===== config.mk =====
export PLATFORM = sky130hd
export DESIGN_NAME = adc_frame_reader
export DESIGN_NICKNAME = d
export VERILOG_FILES = /design/src/rtl/adcrd_pkg.sv /design/src/rtl/adcrd_sckgen.sv /design/src/rtl/adcrd_shifter.sv /design/src/rtl/adcrd_ctrl.sv /design/src/rtl/adc_frame_reader.sv
export SDC_FILE = /design/constraint.sdc
export NUM_CORES = 1
export LEC_CHECK = 0
export BUFFER_PORTS_ARGS = -buffer_cell sky130_fd_sc_hd__buf_2
export CAP_MARGIN = 20
export CORE_UTILIZATION = 40
export CTS_CLUSTER_DIAMETER = 120
export DETAILED_ROUTE_END_ITERATION = 12
export GPL_TIMING_DRIVEN = 0
export PLACE_DENSITY = 0.65
export SYNTH_ARGS = -nofsm -noshare
export SYNTH_HDL_FRONTEND = slang
export SYNTH_SLANG_ARGS = --single-unit

===== constraint.sdc =====
create_clock -name clk -period 3.55 [get_ports clk]
set_clock_uncertainty 0.2 [all_clocks]
set_input_delay 0.5325 -clock clk [delete_from_list [all_inputs] [get_ports clk]]
set_output_delay 0.5325 -clock clk [all_outputs]
set_load 0.01 [all_outputs]

===== src/rtl/adcrd_pkg.sv =====
`timescale 1ns/1ps
package adcrd_pkg;
    localparam int FRAME_LEN = 32;
    localparam int RES_W     = 29;
    localparam int CFG_W     = 10;
    localparam int CNT_W     = $clog2(FRAME_LEN);
    localparam int PAD_W     = FRAME_LEN - CFG_W - 2;

    typedef struct packed {
        logic       en;
        logic       sgl;
        logic       odd;
        logic [1:0] addr;
        logic [3:0] osr;
        logic       twox;
    } cfg_t;

    typedef struct packed {
        logic       sgl;
        logic       odd;
        logic [1:0] addr;
    } tag_t;

    typedef struct packed {
        logic             eoc;
        logic             zero;
        logic             sign;
        logic [RES_W-1:0] mag;
    } frame_t;

    typedef enum logic [1:0] {
        ST_IDLE,
        ST_WAIT,
        ST_ARM,
        ST_SHIFT
    } state_t;

    function automatic logic [FRAME_LEN-1:0] cmd_word(cfg_t c);
        return {2'b10, c, {PAD_W{1'b0}}};
    endfunction

    function automatic tag_t tag_of(cfg_t c);
        tag_t t;
        t.sgl  = c.sgl;
        t.odd  = c.odd;
        t.addr = c.addr;
        return t;
    endfunction
endpackage


===== src/rtl/adcrd_sckgen.sv =====
`timescale 1ns/1ps
module adcrd_sckgen #(
    parameter int DIV_W = 8
) (
    input  logic             clk,
    input  logic             rst,
    input  logic             en,
    input  logic [DIV_W-1:0] div,
    output logic             sck,
    output logic             rise,
    output logic             fall
);
    logic [DIV_W-1:0] cnt;
    logic             wrap;

    assign wrap = en && (cnt == div - 1'b1);
    assign rise = wrap && !sck;
    assign fall = wrap && sck;

    always_ff @(posedge clk) begin
        if (rst || !en) begin
            cnt <= '0;
            sck <= 1'b0;
        end else if (wrap) begin
            cnt <= '0;
            sck <= ~sck;
        end else begin
            cnt <= cnt + 1'b1;
        end
    end

    AST_SCK_IDLE_LOW: assert property (@(posedge clk) disable iff (rst) !en |=> !sck);
    AST_SCK_HIGH_MIN: assert property (@(posedge clk) disable iff (rst) $rose(sck) |=> sck);
endmodule


===== src/rtl/adcrd_shifter.sv =====
`timescale 1ns/1ps
module adcrd_shifter
    import adcrd_pkg::*;
(
    input  logic                 clk,
    input  logic                 rst,
    input  logic                 load,
    input  logic [FRAME_LEN-1:0] load_word,
    input  logic                 sck,
    input  logic                 rise,
    input  logic                 fall,
    input  logic                 sdo,
    output logic                 sdi,
    output logic [FRAME_LEN-1:0] cap
);
    logic [FRAME_LEN-1:0] tx;

    assign sdi = tx[FRAME_LEN-1];

    always_ff @(posedge clk) begin
        if (rst) begin
            tx  <= '0;
            cap <= '0;
        end else begin
            if (load)
                tx <= load_word;
            else if (fall)
                tx <= {tx[FRAME_LEN-2:0], 1'b0};
            if (rise)
                cap <= {cap[FRAME_LEN-2:0], sdo};
        end
    end

    AST_SDI_HOLD_HIGH: assert property (@(posedge clk) disable iff (rst)
        (sck && $past(sck)) |-> $stable(sdi));
endmodule


===== src/rtl/adcrd_ctrl.sv =====
`timescale 1ns/1ps
module adcrd_ctrl
    import adcrd_pkg::*;
#(
    parameter int TMO_W = 16
) (
    input  logic             clk,
    input  logic             rst,
    input  logic             run,
    input  logic             mode_busy,
    input  logic [TMO_W-1:0] tmo_lim,
    input  logic             sdo,
    input  logic             busy,
    input  logic             fall,
    output logic             cs_n,
    output logic             sck_en,
    output logic             load,
    output logic             done,
    output logic             tmo_err
);
    state_t           st;
    logic             mode_q;
    logic [CNT_W-1:0] nfall;
    logic [TMO_W-1:0] wcnt;
    logic             ready;
    logic             tmo_hit;

    assign ready   = mode_q ? (busy == 1'b0) : (sdo == 1'b0);
    assign tmo_hit = (wcnt == tmo_lim);
    assign sck_en  = (st == ST_SHIFT);
    assign load    = (st == ST_WAIT) && run && ready;
    assign done    = (st == ST_SHIFT) && fall && (nfall == CNT_W'(FRAME_LEN - 1));

    always_ff @(posedge clk) begin
        if (rst) begin
            st      <= ST_IDLE;
            cs_n    <= 1'b1;
            mode_q  <= 1'b0;
            nfall   <= '0;
            wcnt    <= '0;
            tmo_err <= 1'b0;
        end else begin
            tmo_err <= 1'b0;
            case (st)
                ST_IDLE: begin
                    cs_n <= 1'b1;
                    wcnt <= '0;
                    if (run) begin
                        mode_q <= mode_busy;
                        cs_n   <= mode_busy;
                        st     <= ST_WAIT;
                    end
                end
                ST_WAIT: begin
                    if (!run) begin
                        st   <= ST_IDLE;
                        cs_n <= 1'b1;
                    end else if (ready) begin
                        st    <= ST_SHIFT;
                        cs_n  <= 1'b0;
                        nfall <= '0;
                    end else if (tmo_hit) begin
                        tmo_err <= 1'b1;
                        st      <= ST_IDLE;
                        cs_n    <= 1'b1;
                    end else begin
                        wcnt <= wcnt + 1'b1;
                    end
                end
                ST_ARM: begin
                    if (!run) begin
                        st   <= ST_IDLE;
                        cs_n <= 1'b1;
                    end else if (sdo == 1'b1) begin
                        st   <= ST_WAIT;
                        wcnt <= wcnt + 1'b1;
                    end else if (tmo_hit) begin
                        tmo_err <= 1'b1;
                        st      <= ST_IDLE;
                        cs_n    <= 1'b1;
                    end else begin
                        wcnt <= wcnt + 1'b1;
                    end
                end
                ST_SHIFT: begin
                    if (fall)
                        nfall <= nfall + 1'b1;
                    if (done) begin
                        wcnt <= '0;
                        if (!run) begin
                            st   <= ST_IDLE;
                            cs_n <= 1'b1;
                        end else if (mode_q) begin
                            st   <= ST_WAIT;
                            cs_n <= 1'b1;
                        end else begin
                            st <= ST_ARM;
                        end
                    end
                end
                default: st <= ST_IDLE;
            endcase
        end
    end

    AST_CS_LOW_IN_FRAME: assert property (@(posedge clk) disable iff (rst)
        (st == ST_SHIFT) |-> !cs_n);
    AST_BUSY_WAIT_CS_HIGH: assert property (@(posedge clk) disable iff (rst)
        (st == ST_WAIT && mode_q) |-> cs_n);
    AST_TMO_RELEASES_CS: assert property (@(posedge clk) disable iff (rst)
        tmo_err |-> (cs_n && st == ST_IDLE));
    AST_NO_LOAD_WITHOUT_RUN: assert property (@(posedge clk) disable iff (rst)
        (!run && st != ST_SHIFT) |=> (st != ST_SHIFT));
endmodule


===== src/rtl/adc_frame_reader.sv =====
`timescale 1ns/1ps
module adc_frame_reader
    import adcrd_pkg::*;
#(
    parameter int DIV_W = 8,
    parameter int TMO_W = 16
) (
    input  logic             clk,
    input  logic             rst,
    input  logic             run,
    input  logic             mode_busy,
    input  logic [DIV_W-1:0] div_half,
    input  logic [TMO_W-1:0] tmo_lim,
    input  logic             cfg_en,
    input  logic             cfg_sgl,
    input  logic             cfg_odd,
    input  logic [1:0]       cfg_addr,
    input  logic [3:0]       cfg_osr,
    input  logic             cfg_twox,
    output logic             cs_n,
    output logic             sck,
    output logic             sdi,
    input  logic             sdo,
    input  logic             busy,
    output logic             res_valid,
    output logic [RES_W-1:0] res_data,
    output logic             res_sign,
    output logic             res_frame_err,
    output logic [3:0]       res_tag,
    output logic             tmo_err
);
    cfg_t                 cfg_in;
    tag_t                 cur_tag;
    tag_t                 prev_tag;
    frame_t               fr;
    logic [FRAME_LEN-1:0] cap;
    logic                 sck_en, rise, fall, load, done;

    assign cfg_in.en   = cfg_en;
    assign cfg_in.sgl  = cfg_sgl;
    assign cfg_in.odd  = cfg_odd;
    assign cfg_in.addr = cfg_addr;
    assign cfg_in.osr  = cfg_osr;
    assign cfg_in.twox = cfg_twox;
    assign fr          = frame_t'(cap);

    adcrd_ctrl #(.TMO_W(TMO_W)) u_ctrl (
        .clk(clk), .rst(rst), .run(run), .mode_busy(mode_busy),
        .tmo_lim(tmo_lim), .sdo(sdo), .busy(busy), .fall(fall),
        .cs_n(cs_n), .sck_en(sck_en), .load(load), .done(done),
        .tmo_err(tmo_err)
    );

    adcrd_sckgen #(.DIV_W(DIV_W)) u_sck (
        .clk(clk), .rst(rst), .en(sck_en), .div(div_half),
        .sck(sck), .rise(rise), .fall(fall)
    );

    adcrd_shifter u_shift (
        .clk(clk), .rst(rst), .load(load), .load_word(cmd_word(cfg_in)),
        .sck(sck), .rise(rise), .fall(fall), .sdo(sdo),
        .sdi(sdi), .cap(cap)
    );

    always_ff @(posedge clk) begin
        if (rst) begin
            cur_tag       <= '0;
            prev_tag      <= '0;
            res_valid     <= 1'b0;
            res_data      <= '0;
            res_sign      <= 1'b0;
            res_frame_err <= 1'b0;
            res_tag       <= '0;
        end else begin
            res_valid <= 1'b0;
            if (load)
                cur_tag <= tag_of(cfg_in);
            if (done) begin
                res_valid     <= 1'b1;
                res_data      <= fr.mag;
                res_sign      <= fr.sign;
                res_frame_err <= fr.zero | fr.eoc;
                res_tag       <= prev_tag;
                prev_tag      <= cur_tag;
            end
        end
    end

    AST_VALID_ONE_CYCLE: assert property (@(posedge clk) disable iff (rst)
        res_valid |=> !res_valid);
    AST_SCK_LOW_WHEN_DESELECTED: assert property (@(posedge clk) disable iff (rst)
        cs_n |-> !sck);
    AST_NO_RESULT_ON_TIMEOUT: assert property (@(posedge clk) disable iff (rst)
        tmo_err |-> !res_valid);
endmodule


Yosys cells after proc, flatten, opt, wreduce, memory -nomap -nowiden
Index checks and enable logic that the tools add are counted.

Register bits: 123. Bits of input ports: 40. Output and inout port bits: 40. Word-level logic and storage cells: 106.

Add/sub/neg operators: 4. Equality and inequality tests: 15. Multiplexer cells: 41. Bitwise logic cells: 4. Reduce and logical (&&, ||, !) cells: 20.

Operators by type and width (count): two-way mux 16 bit (6); two-way mux 32 bit (2); case mux 16 bit (4 select lines) (1); two-way mux 2 bit (9); adder 16 x 1 -> 16 bit (second input constant) (1); equality test 16 bit (1); two-way mux 1 bit (16); two-way mux 5 bit (3); inequality test 2 bit (second input constant) (6); case mux 5 bit (2 select lines) (1); adder 8 x 1 -> 8 bit (second input constant) (1); equality test 8 bit (1); case mux 2 bit (4 select lines) (1); AND reduction 4 bit (2); subtractor 8 x 1 -> 8 bit (second input constant) (1); logical AND 1 bit (7); inequality test 3 bit (second input constant) (2); adder 5 x 1 -> 5 bit (second input constant) (1); equality test 5 bit (second input constant) (1); equality test 2 bit (second input constant) (2); case mux 1 bit (4 select lines) (1); AND reduction 2 bit (2); nonzero test 2 bit (2); OR reduction 2 bit (2); 9 further kinds (12).

Depth between registers and ports, before layout
Gate-level depths: netlist of the first run.

Word-level depth: 8. Mapped depth: 11. Gate-level depth less buffers: 10.

Modules after synthesis
Synthesis of the first run repeated with hierarchy kept, for this count alone.

Cells, all modules: 709. Area, all modules: 6859.1 µm².

By module, submodules not included: adcrd_shifter (instances 1, cells an instance 246, area an instance 2786.4 µm²); adcrd_ctrl (instances 1, cells an instance 242, area an instance 1849.3 µm²); adc_frame_reader (instances 1, cells an instance 145, area an instance 1609.0 µm²); adcrd_sckgen (instances 1, cells an instance 76, area an instance 614.3 µm²).

Least setup slack after synthesis of the first run
OpenSTA, ideal clock, no wires.

Path type: input to register. From: input port div_half[1]. To: register u_ctrl.wcnt[10]. Library setup time: 0.114 ns. Data arrival time: 2.609 ns. Data required time: 3.236 ns. Slack: 0.627 ns. Stages on the path: 9. Path through: or4_4 -> or3_1 -> a21oi_2 -> o211ai_2 -> or2_1 -> buf_6 -> a21oi_4 -> a21oi_1 -> a21o_1.

Longest elaborated chain between the ends: 8.

RTL lines: start: declaration (RTL line adc_frame_reader.sv:12) `input logic [DIV_W-1:0] div_half,`; subtractor 8 x 1 -> 8 bit (RTL line adcrd_sckgen.sv:16) `assign wrap = en && (cnt == div - 1'b1);`; equality test 8 bit (RTL line adcrd_sckgen.sv:16); logical AND 1 bit (RTL line adcrd_sckgen.sv:16); logical AND 1 bit (RTL line adcrd_sckgen.sv:18) `assign fall = wrap && sck;`; logical AND 1 bit (2 in series) (RTL line adcrd_ctrl.sv:32) `assign done = (st == ST_SHIFT) && fall && (nfall == CNT_W'(FRAME_LEN - 1));`; inequality test 2 bit (no source line); AND reduction 4 bit (no source line); end signal: assignment (RTL line adcrd_ctrl.sv:67) `wcnt <= wcnt + 1'b1;`; end signal: assignment (RTL line adcrd_ctrl.sv:76) `wcnt <= wcnt + 1'b1;`; end signal: assignment (RTL line adcrd_ctrl.sv:82) `wcnt <= wcnt + 1'b1;`; end: declaration (RTL line adcrd_ctrl.sv:24) `logic [TMO_W-1:0] wcnt;`.

No other way between the ends. A chain may end at the register's enable or synchronous reset.

Final worst setup path of the first run
From: input port div_half[0]. To: register u_ctrl.wcnt[12].

The elaborated chain is that of the path after synthesis.

==> results of run 1 <==
-- metal layers --
metal | vias up | GRT usage | part of all wire
li1 | 2530 | - | -
met1 | 2225 | 0.264 | 0.50
met2 | 118 | 0.302 | 0.43
met3 | 22 | 0.0502 | 0.054
met4 | 0 | 0.0847 | 0.018
met5 | - | 0 | 0
-- worst max path at each step --
stage | startpoint | to | slack [ps] | depth (start not counted)
after floorplan | div_half[1] | u_ctrl.wcnt[10] | 630 | 9
after global placement | div_half[0] | u_ctrl.wcnt[12] | 70 | 12
after detailed placement | div_half[0] | u_ctrl.wcnt[12] | 50 | 12
after CTS | div_half[0] | u_ctrl.wcnt[4] | 440 | 12
after global routing | div_half[0] | u_ctrl.wcnt[4] | 130 | 12
final | div_half[0] | u_ctrl.wcnt[12] | 450 | 12
-- synth_stat cells, drive strengths merged, types with 5 or more instances --
cell / n / area (µm²)
nand2: 180 / 676
dfxtp: 123 / 2460
a21oi: 103 / 531
nor2: 45 / 169
clkbuf: 36 / 135
o21ai: 28 / 144
xor2: 21 / 184
inv: 13 / 48.8
mux2i: 11 / 110
ha: 10 / 125
nand3: 10 / 50.1
nor3: 9 / 45.0
xnor2: 9 / 78.8
nor2b: 8 / 50.1
a211oi: 7 / 52.6
nand4: 6 / 37.5
and3: 5 / 31.3
nor4: 5 / 31.3
-- registers in the layout (all words and copies together) (netlist names), 2 cells and up --
register / cells
cur_tag: 4
prev_tag: 4
res_data: 29
res_tag: 4
u_ctrl.nfall: 5
u_ctrl.st: 2
u_ctrl.wcnt: 16
u_sck.cnt: 8
u_shift.cap: 32
u_shift.tx: 12
-- power by group --
part	total (mW)	internal (mW)	switching, mW
sequential	1.40	1.39	0.00938
clock	1.91	1.25	0.656
combinational	0.194	0.0721	0.122
total	3.50	2.72	0.787
-- final cells by class --
type	count	area, µm²	share of cell area
Tap cell	176	220	0.0329
Timing Repair Buffer	78	390	0.0583
Multi-Input combinational cell	511	2760	0.413
Sequential cell	123	2460	0.368
Inverter	13	48.8	0.00729
Clock inverter	13	218	0.0325
Clock buffer	19	433	0.0646
Buffer	40	161	0.0241
-- through the flow --
stage | cells | util | area, µm²
4_1_cts | 973 | 0.506 | 6700
5_1_grt | 973 | 0.506 | 6700
6_report | 973 | 0.506 | 6700
3_3_place_gp | 941 | 0.457 | 6050
3_5_place_dp | 941 | 0.457 | 6050
2_1_floorplan | 687 | - | 5440
-- worst register-to-register path, stage by stage (launching register included) --
cell	delay (ps)
dfxtp_1	380
xor2_1	190
nor4_1	440
nand4_1	420
o21ai_0	270
nand2_1	140
nand4b_1	180
clkbuf_1	380
nor2_1	90
a211o_1	270
-- cell families (layout without fill, tap and decap cells) --
| group | after synthesis | after routing | synth area share |
|---|---|---|---|
| and+or+nand+nor | 291 | 291 | 0.231 |
| AOI/OAI and AO/OA | 164 | 164 | 0.173 |
| DFF | 123 | 123 | 0.453 |
| buffers and inverters | 53 | 163 | 0.0387 |
| xor gates and xnor gates | 31 | 31 | 0.0525 |
| muxes | 15 | 15 | 0.0285 |
| adders and majority gates | 10 | 10 | 0.0230 |
==> metrics.csv, run 1 <==
stage,metric,value,unit
run_status,status,"finished, final reports clean",
placement,Place WS,50.2,ps
timing,max_slew headroom,0.494,
min_path,Hold Path Cell Cnt,3,
timing,Finish-stage setup viols,0,
cts,"CTS clk-pin slew, worst paths",60,ps
power_and_ir_drop,pwr/cell area,523,mW/mm²
placement,post-DP HPWL,9310,µm
global_route,global-route wire length before repair,22200,µm
drt,Via-to-Cell Ratio,5.03,
cts,htree depth,4,
power_and_ir_drop,Leak,2.61,nW
critical_path,Crit path max-delay family,compound AO/OA/AOI/OAI gates,
global_route,total global routing track utilization,0.198,
critical_path,Critical Path Start Type,input port,
critical_path,data required time at the worst endpoint,3660,ps
drt,WL/cell,13.6,µm
floorplanning,row cnt,42,
cts,worst skew pair latency,420,ps
cts,CTS tree,built,
critical_path,Critical Path AT,3210,ps
cts,setup bufs post-CTS,0,
power_and_ir_drop,peak supply drop,332,µV
min_path,HP Class,input port to flip-flop,
global_route,vias in the first global route,4618,
critical_path,CP max stage delay,460,ps
drt,Residual DRC,0,
yosys,"Seq/Total Area, Yosys",0.453,
floorplanning,total core area,0.0132,mm²
yosys,share of synthesized registers carrying an async set or reset,0,
critical_path,r2r worst-path depth,9,
yosys,Synth Warn #,0,
timing,final hold violations,0,
job,# Max-Cap Violations,0,
yosys,Yosys cell types,52,
timing,Least-Margin Pin Slew,758,ps
critical_path,"Slowest-stage cell, CP",nor3b_1,
placement,Port Buffers,78,
timing,Fmax,0.323,GHz
timing,crit path time final,3100,ps
cts,clk root buf,clkbuf_16,
cts,total clock sinks,123,
cells_and_area,Syn-to-layout area delta,23.2,%
drt,"wirelength, routed",13300,µm
timing,setup TNS,0,ps
cells_and_area,fill count,1343,
timing,max-slew violation count,0,
yosys,Mean Syn Cell Area,7.91,µm²
cts,CTS buffer count,17,
yosys,Post-synth EDFFs,0,
yosys,syn_nets,737,
cells_and_area,"most common cell after layout, fill and taps aside",nand2_1,
cells_and_area,nets@finish,834,
timing,RSZ-0062 raised after global routing,false,
placement,GP Congestion,0.864,
cells_and_area,share of cells above drive strength 1,0.157,
min_path,Worst Hold Endpoint,u_shift.tx[20],
critical_path,crit path buf inv count,3,
cts,cts hold-fix bufs,0,
critical_path,worst r2r src,u_ctrl.wcnt[11],
critical_path,Crit. End Element,flip-flop,
floorplanning,die height,119,µm
critical_path,critical path class,input port to flip-flop,
cells_and_area,# diodes,0,
cts,clock tree buffer depth,2,
global_route,largest net degree at the start of global routing,17,
timing,fin worst setup slack,453,ps
drt,Final ANT Viol Nets,0,
drt,First-pass DRT Iterations,6,
yosys,Synth Cell Area,0.00544,mm²
drt,detailed-route via count,4895,
timing,final worst path period share,0.872,
global_route,initial antenna violation count,0,
critical_path,R2R Path End,u_ctrl.wcnt[12],
global_route,Overflow after GRT,0,
power_and_ir_drop,total power,3.50,mW
floorplanning,floorplan die width,119,µm
floorplanning,Initial Util,0.410,
floorplanning,Die ar.,0.0141,mm²
drt,drt first-iter violations,222,
yosys,Synth Flop Type,dfxtp_1,
cells_and_area,most frequent cells in the layout,"nand2_1 (180), dfxtp_1 (123), a21oi_1 (101)",
critical_path,Worst R2R Setup Slack,490,ps
critical_path,cells along the critical path,buf_2 -> inv_1 -> ha_1 -> nor3b_1 -> mux2i_1 -> o22ai_1 -> o211ai_2 -> o21ai_2 -> nand4b_1 -> clkbuf_1 -> nor2_1 -> a211o_1,
cts,post-CTS resize count,0,
min_path,hold path startpoint,cfg_twox,
floorplanning,Ports,80,
yosys,Synth Instances,687,
critical_path,"Max FO, Critical Path",10,
yosys,Synth Register Bits,123,
timing,WHS,164,ps
No activity file was read; power rests on OpenSTA's default activity.
==> inputs of run 2 (changes only) <==
--- a/config.mk
+++ b/config.mk
@@ -6,12 +6,13 @@
 export NUM_CORES = 1
 export LEC_CHECK = 0
 export BUFFER_PORTS_ARGS = -buffer_cell sky130_fd_sc_hd__buf_2
-export CAP_MARGIN = 20
+export CAP_MARGIN = 5
 export CORE_UTILIZATION = 40
 export CTS_CLUSTER_DIAMETER = 120
 export DETAILED_ROUTE_END_ITERATION = 12
 export GPL_TIMING_DRIVEN = 0
 export PLACE_DENSITY = 0.65
+export RECOVER_POWER = 25
 export SYNTH_ARGS = -nofsm -noshare
 export SYNTH_HDL_FRONTEND = slang
 export SYNTH_SLANG_ARGS = --single-unit
==> run 2 against run 1 <==
  * Sequential power hardly changed
  * Fmax is 0.22% higher
  * Wire length is 0.20% higher
  * Utilization is 0.38 points lower
  * Total power is 0.16% lower
  * Worst setup slack better by 6.9 ps
  * Cell count stayed put
  * Via count is 0.25% lower
  * First-iteration DRC count is 9.5% lower
  * Die area stayed put
  * Count of clock-buffer cells in the layout stayed put
  * Highest routed layer unchanged
==> metrics.csv, run 2 (synthesis results as in run 1) <==
stage,metric,value,unit
cells_and_area,Syn-to-layout area delta,22.3,%
drt,First-pass DRT Iterations,4,
placement,Place WS,50.2,ps
placement,Port Buffers,78,
global_route,Overflow after GRT,0,
power_and_ir_drop,Pint,2.72,mW
global_route,initial antenna violation count,0,
power_and_ir_drop,pwr/cell area,526,mW/mm²
cells_and_area,max reg flops,32,
cts,clock tree buffer depth,2,
cts,CTS tree,built,
drt,Via-to-Cell Ratio,5.02,
timing,crit path time final,3090,ps
power_and_ir_drop,total power,3.50,mW
cts,htree depth,4,
timing,final hold violations,0,
timing,Least-Margin Pin Slew,753,ps
global_route,largest net degree at the start of global routing,17,
cells_and_area,fin area,0.00665,mm²
power_and_ir_drop,Leak,2.44,nW
drt,Residual DRC,0,
run_status,status,"finished, final reports clean",
placement,post-DP HPWL,9310,µm
cells_and_area,most frequent cells in the layout,"nand2_1 (180), dfxtp_1 (123), a21oi_1 (101)",
timing,max-slew violation count,0,
critical_path,cells along the critical path,buf_2 -> inv_1 -> ha_1 -> nor3b_1 -> mux2i_1 -> o22ai_1 -> o211ai_2 -> o21ai_2 -> nand4b_1 -> clkbuf_1 -> nor2_1 -> a211o_1,
power_and_ir_drop,Comb power frac,0.055,
floorplanning,Die ar.,0.0141,mm²
cells_and_area,"most common cell after layout, fill and taps aside",nand2_1,
cts,setup bufs post-CTS,0,
min_path,HP Class,input port to flip-flop,
power_and_ir_drop,switching pwr,0.782,mW
floorplanning,Ports,80,
critical_path,Critical Path Start Type,input port,
floorplanning,Initial Util,0.410,
cells_and_area,nets@finish,834,
floorplanning,floorplan die width,119,µm
power_and_ir_drop,clock group share of total power,0.544,
placement,GP Congestion,0.864,
critical_path,"Max FO, Critical Path",10,
job,# Max-Cap Violations,0,
timing,fin worst setup slack,460,ps
cells_and_area,Non-Filler Instances,973,
cts,post-CTS resize count,0,
critical_path,Crit. End Element,flip-flop,
floorplanning,row cnt,42,
timing,final worst path period share,0.870,
drt,WL/cell,13.7,µm
critical_path,data required time at the worst endpoint,3660,ps
critical_path,"Slowest-stage cell, CP",nor3b_1,
drt,Final ANT Viol Nets,0,
cells_and_area,share of cells above drive strength 1,0.107,
placement,placed cell area,0.00605,mm²
global_route,global-route wire length before repair,22200,µm
timing,setup TNS,0,ps
cells_and_area,# diodes,0,
drt,detailed-route via count,4883,
cts,"CTS clk-pin slew, worst paths",60,ps
timing,Fmax,0.324,GHz
cells_and_area,fin util,0.502,
floorplanning,total core area,0.0132,mm²
cts,clk root buf,clkbuf_16,
critical_path,CP max stage delay,460,ps
drt,drt first-iter violations,201,
cts,CTS buffer count,17,
global_route,total global routing track utilization,0.198,
critical_path,Critical Path AT,3200,ps
power_and_ir_drop,switching share of power,0.224,
cells_and_area,top flop regs,"u_shift.cap x32, res_data x29, u_ctrl.wcnt x16",
critical_path,critical path class,input port to flip-flop,
cells_and_area,most flop-heavy register,u_shift.cap,
timing,WHS,162,ps
cts,cts hold-fix bufs,0,
cts,total clock sinks,123,
timing,RSZ-0062 raised after global routing,false,
timing,Finish-stage setup viols,0,
power_and_ir_drop,peak supply drop,333,µV
global_route,vias in the first global route,4618,
timing,max_slew headroom,0.497,
floorplanning,die height,119,µm
power_and_ir_drop,Reg power frac,0.401,
cts,worst skew pair latency,420,ps
cells_and_area,fill count,1344,
drt,"wirelength, routed",13300,µm
placement,dpl cells,941,
[run 2: cell count changes in the layout (fill, tap and decap cells not counted)]
| cell | before | now |
|---|---|---|
| clkbuf_1 | 38 | 78 |
| buf_2 | 81 | 41 |
[run 2: critical path: cells and delay by family]
family	cells	cell delay [ps]
AO/OA/AOI/OAI	4	930
multiplexers	1	250
AND/OR/NAND/NOR	3	750
adder cells (fa/ha/maj)	1	180
buffers and inverters	3	530
[run 2: power groups by stage]
stage	Clock, mW	Combinational, mW	Sequential [mW]
2_1_floorplan	0	0.124	1.43
3_3_place_gp	0	0.191	1.43
3_5_place_dp	0	0.192	1.43
4_1_cts	1.92	0.194	1.40
5_1_grt	1.99	0.216	1.40
6_report	1.90	0.193	1.40
[run 2: layout make-up]
| type | instances | area (µm²) | area share |
|---|---|---|---|
| Multi-Input combinational cell | 511 | 2760 | 0.416 |
| Buffer | 40 | 161 | 0.0243 |
| Sequential cell | 123 | 2460 | 0.370 |
| Inverter | 13 | 48.8 | 0.00734 |
| Timing Repair Buffer | 78 | 340 | 0.0512 |
| Clock buffer | 19 | 433 | 0.0651 |
| Tap cell | 176 | 220 | 0.0331 |
| Clock inverter | 13 | 218 | 0.0328 |
[run 2: final timing paths]
path,slack [ps],from,cells after the start,to
setup / recovery,460,div_half[0],12,u_ctrl.wcnt[12]
hold / removal,160,cfg_twox,3,u_shift.tx[20]
setup reg to reg,490,u_ctrl.wcnt[11],9,u_ctrl.wcnt[12]
hold reg to reg,250,prev_tag[0],2,res_tag[0]
[run 2: metal layers]
metal  wire, µm  vias to the layer above  GRT usage  share of wire
li1           -                     2530          -              -
met2       5780                      124      0.302           0.43
met4        214                        0     0.0847          0.016
met5          0                        -          0              0
met1       6590                     2212      0.264           0.50
met3        708                       17     0.0502          0.053
